--- src/rtl/ts_pkg.sv ---
package ts_pkg;
  localparam int unsigned TS_W = 64;
  localparam int unsigned LEN_W = 16;
  localparam int unsigned CODE_W = 8;
  localparam logic [CODE_W-1:0] RC_OK      = 8'h00;
  localparam logic [CODE_W-1:0] RC_BAD_LEN = 8'h16;
  localparam int unsigned EFF_POLICY_BIT = 3;
  localparam logic [LEN_W-1:0] SET_IN_BYTES  = 16'd8;
  localparam logic [LEN_W-1:0] GET_IN_BYTES  = 16'd0;
  localparam logic [LEN_W-1:0] GET_OUT_BYTES = 16'd8;

  typedef struct packed {
    logic [TS_W-1:0]   data;
    logic [LEN_W-1:0]  len;
    logic [CODE_W-1:0] code;
    logic [7:0]        effect;
  } ts_rsp_t;
endpackage

--- src/rtl/ts_timebase.sv ---
module ts_timebase #(
  parameter int unsigned W = 64,
  parameter int unsigned STEP = 20
) (
  input  logic         clk,
  input  logic         rst_n,
  output logic [W-1:0] now
);
  localparam logic [W-1:0] INC = W'(STEP);

  always_ff @(posedge clk or negedge rst_n) begin
    if (!rst_n) now <= '0;
    else        now <= now + INC;
  end

  assert_advance_R2: assert property (@(posedge clk) disable iff (!rst_n)
    !$isunknown(now) |=> now - $past(now) == INC);
endmodule

--- src/rtl/ts_anchor.sv ---
module ts_anchor #(
  parameter int unsigned W = 64
) (
  input  logic         clk,
  input  logic         rst_n,
  input  logic         load,
  input  logic [W-1:0] load_val,
  input  logic [W-1:0] now,
  output logic         armed,
  output logic [W-1:0] stamp
);
  logic [W-1:0] host_q;
  logic [W-1:0] cap_q;

  always_ff @(posedge clk or negedge rst_n) begin
    if (!rst_n) begin
      armed  <= 1'b0;
      host_q <= '0;
      cap_q  <= '0;
    end else if (load) begin
      armed  <= 1'b1;
      host_q <= load_val;
      cap_q  <= now;
    end
  end

  // wraps modulo 2^W
  always_comb stamp = armed ? (host_q + (now - cap_q)) : '0;

  assert_reload_R8: assert property (@(posedge clk) disable iff (!rst_n)
    load |=> armed && host_q == $past(load_val) && cap_q == $past(now));
endmodule

--- src/rtl/ts_resp.sv ---
module ts_resp
  import ts_pkg::*;
(
  input  logic    clk,
  input  logic    rst_n,
  input  logic    fire,
  input  ts_rsp_t next,
  input  logic    rsp_ready,
  output logic    rsp_valid,
  output ts_rsp_t rsp
);
  always_ff @(posedge clk or negedge rst_n) begin
    if (!rst_n) begin
      rsp_valid <= 1'b0;
      rsp       <= '0;
    end else if (fire) begin
      rsp_valid <= 1'b1;
      rsp       <= next;
    end else if (rsp_ready) begin
      rsp_valid <= 1'b0;
    end
  end

  assert_hold_R9: assert property (@(posedge clk) disable iff (!rst_n)
    rsp_valid && !rsp_ready |=> rsp_valid && $stable(rsp));
endmodule

--- src/rtl/ts_stamp_unit.sv ---
module ts_stamp_unit
  import ts_pkg::*;
#(
  parameter int unsigned NS_PER_CLK = 20
) (
  input  logic              clk,
  input  logic              rst_n,
  input  logic              cmd_valid,
  output logic              cmd_ready,
  input  logic              cmd_is_set,
  input  logic [LEN_W-1:0]  cmd_len,
  input  logic [TS_W-1:0]   cmd_data,
  output logic              rsp_valid,
  input  logic              rsp_ready,
  output logic [TS_W-1:0]   rsp_data,
  output logic [LEN_W-1:0]  rsp_len,
  output logic [CODE_W-1:0] rsp_code,
  output logic [7:0]        rsp_effect
);
  logic [TS_W-1:0] now;
  logic [TS_W-1:0] stamp;
  logic            armed;
  logic            fire;
  logic            len_ok;
  logic            do_load;
  ts_rsp_t         nxt;
  ts_rsp_t         cur;

  ts_timebase #(.W(TS_W), .STEP(NS_PER_CLK)) u_tb (
    .clk(clk), .rst_n(rst_n), .now(now));

  assign cmd_ready = !rsp_valid || rsp_ready;
  assign fire      = cmd_valid && cmd_ready;
  assign len_ok    = cmd_is_set ? (cmd_len == SET_IN_BYTES) : (cmd_len == GET_IN_BYTES);
  assign do_load   = fire && cmd_is_set && len_ok;

  ts_anchor #(.W(TS_W)) u_anchor (
    .clk(clk), .rst_n(rst_n), .load(do_load), .load_val(cmd_data),
    .now(now), .armed(armed), .stamp(stamp));

  always_comb begin
    nxt = '0;
    if (!len_ok) begin
      nxt.code = RC_BAD_LEN;
    end else if (cmd_is_set) begin
      nxt.code = RC_OK;
      nxt.effect[EFF_POLICY_BIT] = 1'b1;
    end else begin
      nxt.code = RC_OK;
      nxt.len  = GET_OUT_BYTES;
      nxt.data = stamp;
    end
  end

  ts_resp u_resp (
    .clk(clk), .rst_n(rst_n), .fire(fire), .next(nxt),
    .rsp_ready(rsp_ready), .rsp_valid(rsp_valid), .rsp(cur));

  assign rsp_data   = cur.data;
  assign rsp_len    = cur.len;
  assign rsp_code   = cur.code;
  assign rsp_effect = cur.effect;

  assert_latency_R9: assert property (@(posedge clk) disable iff (!rst_n)
    fire |=> rsp_valid);
  assert_unset_zero_R1: assert property (@(posedge clk) disable iff (!rst_n)
    fire && !cmd_is_set && cmd_len == GET_IN_BYTES && !armed |=> rsp_data == '0);
  assert_effect_R6: assert property (@(posedge clk) disable iff (!rst_n)
    rsp_valid && rsp_effect != '0 |-> rsp_len == '0 && rsp_code == RC_OK);
  assert_badlen_R10: assert property (@(posedge clk) disable iff (!rst_n)
    rsp_valid && rsp_code == RC_BAD_LEN |-> rsp_len == '0 && rsp_data == '0 && rsp_effect == '0);
  assert_len_R3: assert property (@(posedge clk) disable iff (!rst_n)
    rsp_valid |-> rsp_len == '0 || rsp_len == GET_OUT_BYTES);
endmodule

--- config.mk ---
export PLATFORM = sky130hd
export DESIGN_NAME = ts_stamp_unit
export DESIGN_NICKNAME = d
export VERILOG_FILES = /design/src/rtl/ts_pkg.sv /design/src/rtl/ts_timebase.sv /design/src/rtl/ts_anchor.sv /design/src/rtl/ts_resp.sv /design/src/rtl/ts_stamp_unit.sv
export SDC_FILE = /design/constraint.sdc
export NUM_CORES = 1
export LEC_CHECK = 0
export BUFFER_PORTS_ARGS = -buffer_cell sky130_fd_sc_hd__buf_2
export CORE_ASPECT_RATIO = 1.4
export CORE_MARGIN = 4
export CORE_UTILIZATION = 54
export DETAILED_ROUTE_END_ITERATION = 8
export GPL_ROUTABILITY_DRIVEN = 0
export PLACE_DENSITY = 0.78
export SYNTH_ARGS = -nofsm -noshare
export SYNTH_HDL_FRONTEND = slang
export SYNTH_SLANG_ARGS = --single-unit
--- constraint.sdc ---
create_clock -name clk -period 3.76 [get_ports clk]
set_clock_uncertainty 0.2 [all_clocks]
set_input_delay 0.564 -clock clk [delete_from_list [all_inputs] [get_ports clk]]
set_output_delay 0.564 -clock clk [all_outputs]
set_load 0.02 [all_outputs]
==> results of run 1 <==
[repair_timing]
item                                    4_1_cts  5_1_grt
hold buffers                                  1        0
setup buffers                                 1       18
resized for setup                             9      106
endpoints found under the hold margin        77        0
endpoints found under the setup margin        5       29
pin swaps                                     2       47
[cells in the final DEF, fill, tap and decap left out, types with 6 or more instances in the layout]
cell,netlist,layout
ha_4,0,21
a22o_1,6,6
ha_1,63,38
o21bai_1,13,12
a21oi_2,1,17
nor4_1,8,7
clkinv_2,0,9
nand4_1,25,25
o21ai_2,1,13
o21ai_0,124,119
fa_1,61,61
nand3_1,42,40
nor2b_1,6,6
inv_2,6,18
a21oi_1,83,66
nor2_1,59,57
xor2_1,22,21
nand2b_1,12,12
nor3_1,19,17
nand2_1,200,198
xnor2_1,95,94
inv_1,256,245
and3_1,14,11
dfrtp_1,257,257
o21ai_1,48,41
clkbuf_16,0,25
a31oi_1,12,9
buf_2,8,154
mux2_2,64,64
a21o_1,25,25
buf_4,29,146
conb_1,1,27
[sequential cells by signal, indices dropped and copies added (netlist names)]
signal / flops
u_resp.rsp: 67
u_anchor.host_q: 64
u_anchor.cap_q: 62
u_tb.now: 62
u_anchor.armed: 1
u_resp.rsp_valid: 1
[worst max-delay path, cell delays in order (launching register included)]
cell and delay [ns]:
dfrtp_1 0.41, inv_2 0.08, fa_1 0.53, inv_1 0.07, ha_1 0.38, nand2_1 0.15
o21ai_2 0.22, nor3b_2 0.08, buf_4 0.16, a211oi_2 0.21, buf_4 0.15, o21ai_2 0.08
o31a_4 0.37, o21ai_4 0.20, a31oi_1 0.10, or3_1 0.34
[per-layer routing]
layer / vias up / GRT usage (%)
met3: 139 / 2.80
met2: 487 / 43.0
met4: 0 / 10.8
li1: 5991 / -
met1: 6232 / 30.1
met5: - / 0
[worst paths after layout]
path	endpoint	slack, ns	cells past startpoint
min in group asynchronous	u_anchor.cap_q[17]	0.41	2
worst max register to register	u_resp.rsp[88]	-0.07	15
max in group asynchronous	u_resp.rsp[42]	1.96	3
worst min-delay path	u_anchor.host_q[39]	0.03	3
worst min register to register	u_tb.now[2]	0.27	1
worst max-delay path	u_resp.rsp[88]	-0.07	15
[report_power, final]
part | switching (µW) | internal, µW
registers | 1.34 | 2770
logic | 130 | 57.4
clock network | 1070 | 1430
[kinds of logic (layout without fill, tap and decap cells)]
family | count (synthesis) | in the layout | share of synthesized area [%]
buf+inv | 352 | 613 | 9.29
fa+ha+maj | 124 | 124 | 12.9
xor+xnor | 117 | 117 | 6.57
mux | 65 | 65 | 4.69
compound gates | 354 | 354 | 13.2
other cells | 1 | 27 | 0.0241
simple gates | 411 | 411 | 12.1
flops | 257 | 257 | 41.3
[area by class of cell]
class	count	area (µm²)
fill	2126	9310
multi-input combinational	1098	8430
clock inverter	12	113
tap	375	469
inverter	263	987
sequential	257	6430
timing repair buffer	306	1970
clock buffer	32	692
[metrics by stage]
stage	instances	hold slack, ns	area [µm²]	total power [µW]
after CTS	2325	0.0123	18400	5500
after global routing	2343	0.0301	19100	5640
after global placement	2279	0.242	17500	3000
after detailed placement	2279	0.257	17500	3000
after floorplan	1707	0.0684	15700	2900
final	2343	0.0323	19100	5460
==> impl_results.md, run 1 <==
- Status: finished with violations
- Violated checks: negative setup slack
- Die area: 31700 µm²
- Top FF cell, synth: dfrtp_1
- Overall via count from detail_route: 12.8k
- #FFs+latches synth: about 260
- Syn Std Cell Area: approximately 16000 µm²
- Drt initial violations: 842
- I/O pins: between 150 and 200
- GR Util All Layers: 24.5%
- Die H: between 200 and 250 µm
- CTS Buffer Depth: 3
- P per Cell Area: 286 nW/µm²
- R2R Path Start: u_tb.now[27]
- TritonCTS Sinks: 257
- Drc violations: 0
- GRT Residual Overflow: 0
- Port buffer count: 155
- Num CTS Buffers: 25
- CP Class: reg2reg
- Crit share post-route: 102%
- Global-route wire length before repair: 63200 µm
- Vias in the first global route: 12.9k
- Worst-path clk slew: 0.06 ns
- Wire length on met2: 20700 µm
- Clk_lat worst skew: 0.54 ns
- Vias per cell: approximately 5.5
- Worst Setup Start Kind: flip-flop
- TritonRoute pass-1 iters: 8
- Max Slew Vio Count: 0
- Met1 Wirelength: 15300 µm
- DP HPWL: 29500 µm
- Initial Util: 54.9%
- ANT nets after route: 0
- Slew headroom: 46.1%
- Std cell rows: 73
- Synth warnings: 0
- Worst Path Required: 3.97 ns
- Clock root cell: clkbuf_16
- H-tree level count: 1
- Unrepaired setup endpoints after global routing: true
- Yosys top cell area share: 41.3%
- Fin crit period: 3.83 ns
- Final setup viols: 3
- CP endpoint kind: flip-flop
- Hold Crit Class: in2reg
- FMAX: approximately 260 MHz
- Post-Synthesis Cells: 1681
- Setup slack after placement: -0.0859 ns
- Post-synthesis async set-or-reset flop share: 100%
- Top routing layer in use: met4
- Largest net degree at the start of global routing: 88
- Max VDD drop: 322 µV
- Final worst slack: -0.0664 ns
- Nets@finish: 2160
- Routed WL: 40300 µm
- Routed len/inst: 17.2 µm
- Met3 wire len: 2190 µm
- Sequential area share after synthesis: approximately 41%
- EDFF count, synth: 0
- Endpoints failing hold: 0
- Worst Setup SP: u_tb.now[27]
- Yosys cell types: between 60 and 70
- Pleak: just under 0.01 µW
- Arr. time, crit path: roughly 4.0 ns
- Commonest cells post-synth: dfrtp_1 (257), inv_1 (256), nand2_1 (200)
- Yosys top cell by area: dfrtp_1
- CORE AREA: 28400 µm²
- Hold Startpoint: cmd_data[39]
- CTS tree: built
- Least-Margin Pin Slew: about 0.8 ns
- Worst-path fanout max: 5
- Layout Utilization: 67.2%
- Area Overhead vs Synth: 22.5%
- ANT cells: 0
- Ranking of synthesized cells by area: dfrtp_1 (41%), fa_1 (7.8%), inv_1 (6.2%)
- Setup_tns: -0.143 ns
- Top-count cell post-synth: dfrtp_1
- Syn avg cell area: 9.27 µm²
- Fraction of layout cells with a size suffix above 1: 26.6%
- Initial antenna violation count: 0
- Chip Width: 152 µm
- Max_cap viols: 0
(Power assumes the default switching activity.)
==> inputs of run 2 (changes only) <==
--- a/config.mk
+++ b/config.mk
@@ -11,6 +11,7 @@
 export CORE_UTILIZATION = 54
 export DETAILED_ROUTE_END_ITERATION = 8
 export GPL_ROUTABILITY_DRIVEN = 0
+export GPL_TIMING_DRIVEN = 0
 export PLACE_DENSITY = 0.78
 export SYNTH_ARGS = -nofsm -noshare
 export SYNTH_HDL_FRONTEND = slang
==> constraint.sdc (replaced) <==
create_clock -name clk -period 3.76 [get_ports clk]
set_clock_uncertainty 0.2 [all_clocks]
set_input_delay 0.376 -clock clk [delete_from_list [all_inputs] [get_ports clk]]
set_output_delay 0.376 -clock clk [all_outputs]
set_load 0.02 [all_outputs]
==> impl_results.md, run 2 (same netlist as run 1, synthesis figures left out) <==
- Final worst slack: -0.170 ns (was -0.0664 ns)
- CP max-delay cell: fa_1 (unchanged)
- CP top delay family: compound AO/OA/AOI/OAI gates (unchanged)
- Overall via count from detail_route: 13.3k (was 12.8k)
- Most frequent cells in the layout: inv_1 (247), dfrtp_1 (247), nand2_1 (198) (was dfrtp_1 (257), inv_1 (245), nand2_1 (198))
- Chip Width: 152 µm (unchanged)
- Initial antenna violation count: 0 (unchanged)
- Endpoints failing hold: 0 (unchanged)
- FMAX: 254 MHz (was 261 MHz)
- Max reg flops: 67 (unchanged)
- Fillers: 1977 (was 2126)
- Crit path buffers/inverters: 3 (was 4)
- Largest Register: u_resp.rsp (unchanged)
- Worst Reg-to-Reg Cells: 15 (unchanged)
- H-tree level count: 1 (unchanged)
- Layout Utilization: 69.9% (was 67.2%)
- Multi-input gate area: 8560 µm² (was 8430 µm²)
- DP Area: 17000 µm² (was 17500 µm²)
- Die area: 31700 µm² (unchanged)
- Crit. path cell count: 15 (unchanged)
- Nets@finish: 2223 (was 2160)
- Area Overhead vs Synth: 27.3% (was 22.5%)
- Hold Crit Class: in2reg (unchanged)
- Max VDD drop: 341 µV (was 322 µV)
- Max_cap viols: 0 (unchanged)
- P_int: 4570 µW (was 4260 µW)
- Status: finished with violations (unchanged)
- Max Slew Vio Count: 0 (unchanged)
- Fin crit period: 3.93 ns (was 3.83 ns)
- Worst-path fanout max: 5 (unchanged)
- Initial Util: 54.9% (unchanged)
- Least-Margin Pin Slew: 1.14 ns (was 0.808 ns)
- CTS tree: built (unchanged)
- Flop pwr share: 47.3% (was 50.7%)
- Cell count of the worst hold path: 3 (unchanged)
- NetSw: 1280 µW (was 1200 µW)
- I/O pins: 183 (unchanged)
- R2r setup slk: -0.17 ns (was -0.07 ns)
- Sw Ratio: 21.8% (was 22.0%)
- Setup_tns: -0.584 ns (was -0.143 ns)
- Drt initial violations: 952 (was 842)
- Global-route wire length before repair: 65900 µm (was 63200 µm)
- Clock share of power: 48.0% (was 45.8%)
- Unrepaired setup endpoints after global routing: true (unchanged)
- Routed len/inst: 17.7 µm (was 17.2 µm)
- Slew headroom: 23.7% (was 46.1%)
- Num CTS Buffers: 26 (was 25)
- Drc violations: 0 (unchanged)
- Crit share post-route: 105% (was 102%)
- Design Power: 5850 µW (was 5460 µW)
- Final Non-Filler Cells: 2409 (was 2343)
- Biggest regs: u_resp.rsp (67), u_anchor.host_q (64) (unchanged)
- Pleak: 0.0100 µW (was 0.00981 µW)
- Clk_lat worst skew: 0.55 ns (was 0.54 ns)
- Vias in the first global route: 13.4k (was 12.9k)
- Final setup viols: 6 (was 3)
- Routed WL: 42600 µm (was 40300 µm)
- CP endpoint kind: flip-flop (unchanged)
- GR Util All Layers: 25.8% (was 24.5%)
- Fraction of layout cells with a size suffix above 1: 24.8% (was 26.6%)
- TritonRoute pass-1 iters: 5 (was 8)
- Violated checks: negative setup slack (unchanged)
- Arr. time, crit path: 4.14 ns (was 4.04 ns)
- ANT nets after route: 0 (unchanged)
- ANT cells: 0 (unchanged)
- Post-route cell area: 19900 µm² (was 19100 µm²)
- Logic gate share of total power: 4.7% (was 3.4%)
- Std cell rows: 73 (unchanged)
- Worst-path clk slew: 0.06 ns (about the same)
- Die H: 209 µm (unchanged)
- TritonCTS Sinks: 257 (unchanged)
- DP HPWL: 29600 µm (was 29500 µm)
- Largest net degree at the start of global routing: 99 (was 88)
- Storage cell area: 6440 µm² (was 6430 µm²)
- Worst Path Required: 3.97 ns (about the same)
- GRT Residual Overflow: 0 (unchanged)
- Vias per cell: 5.51 (was 5.48)
- P per Cell Area: 295 nW/µm² (was 286 nW/µm²)
- CP Class: reg2reg (unchanged)
- CTS Buffer Depth: 3 (unchanged)
- Critical Path Max Stage Delay: 0.55 ns (was 0.53 ns)
- Worst Setup Start Kind: flip-flop (unchanged)
- Port buffer count: 155 (unchanged)
- Worst-path cell chain: inv_2 > fa_1 > inv_2 > ha_4 > buf_6 > a21o_1 > a21o_1 > a221oi_4 > o221ai_2 > or4_4 > o21ai_4 > o31a_4 > o21ai_4 > nor4b_4 > or3_1 (was inv_2 > fa_1 > inv_1 > ha_1 > nand2_1 > o21ai_2 > nor3b_2 > buf_4 > a211oi_2 > buf_4 > o21ai_2 > o31a_4 > o21ai_4 > a31oi_1 > or3_1)
- Clock root cell: clkbuf_16 (unchanged)
- Post-Place Cells: 2239 (was 2279)
- CORE AREA: 28400 µm² (unchanged)
run 2: per-layer routing:
layer	share of wire (%)	global-route usage (%)	up-vias
li1	-	-	6135
met1	37	31.1	6382
met2	51	45.0	558
met3	6.0	2.82	194
met4	6.2	13.8	0
met5	0	0	-
run 2: layout make-up:
| cell class | instances | area share [%] |
|---|---|---|
| buffer | 80 | 2.27 |
| clock buffer | 38 | 4.01 |
| clock inverter | 10 | 0.700 |
| inverter | 263 | 4.98 |
| multi-input combinational | 1098 | 43.1 |
| sequential | 257 | 32.5 |
| tap | 375 | 2.36 |
| timing repair buffer | 288 | 10.1 |
run 2: final timing paths:
check	endpoint	from
max in group asynchronous	u_tb.now[7]	rst_n
min reg2reg	u_resp.rsp[35]	u_resp.rsp[35]
min in group asynchronous	u_anchor.cap_q[31]	rst_n
min	u_resp.rsp[10]	cmd_len[3]
max reg2reg	u_resp.rsp[88]	u_anchor.host_q[40]
max	u_resp.rsp[88]	u_anchor.host_q[40]
run 2: worst min-delay path: cells and delay by family:
kind,cells,cell delay [ns]
and+or+nand+nor,2,0.26
buffers and inverters,1,0.09
run 2: power groups by stage:
stage | Sequential [µW] | Combinational, µW | Clock, µW
2_1_floorplan | 2820 | 79.1 | 0
3_3_place_gp | 2820 | 196 | 0
3_5_place_dp | 2820 | 205 | 0
4_1_cts | 2770 | 265 | 2840
5_1_grt | 2770 | 298 | 2960
6_report | 2770 | 273 | 2810
run 2: timing repair:
item                                   4_1_cts  5_1_grt
setup buffers                               22       41
gates resized for setup                     52      125
endpoints found under the hold margin      164        0
setup endpoints to repair                   27       35
hold buffers                                69        0
pin swaps                                   14       44
run 2: metrics by stage:
stage          worst slack [ns]  hold slack, ns
2_1_floorplan            0.0200          -0.120
3_3_place_gp              -2.39           0.256
3_5_place_dp             -0.642           0.250
4_1_cts                  -0.207          0.0322
5_1_grt                  -0.287          0.0463
6_report                 -0.170          0.0375
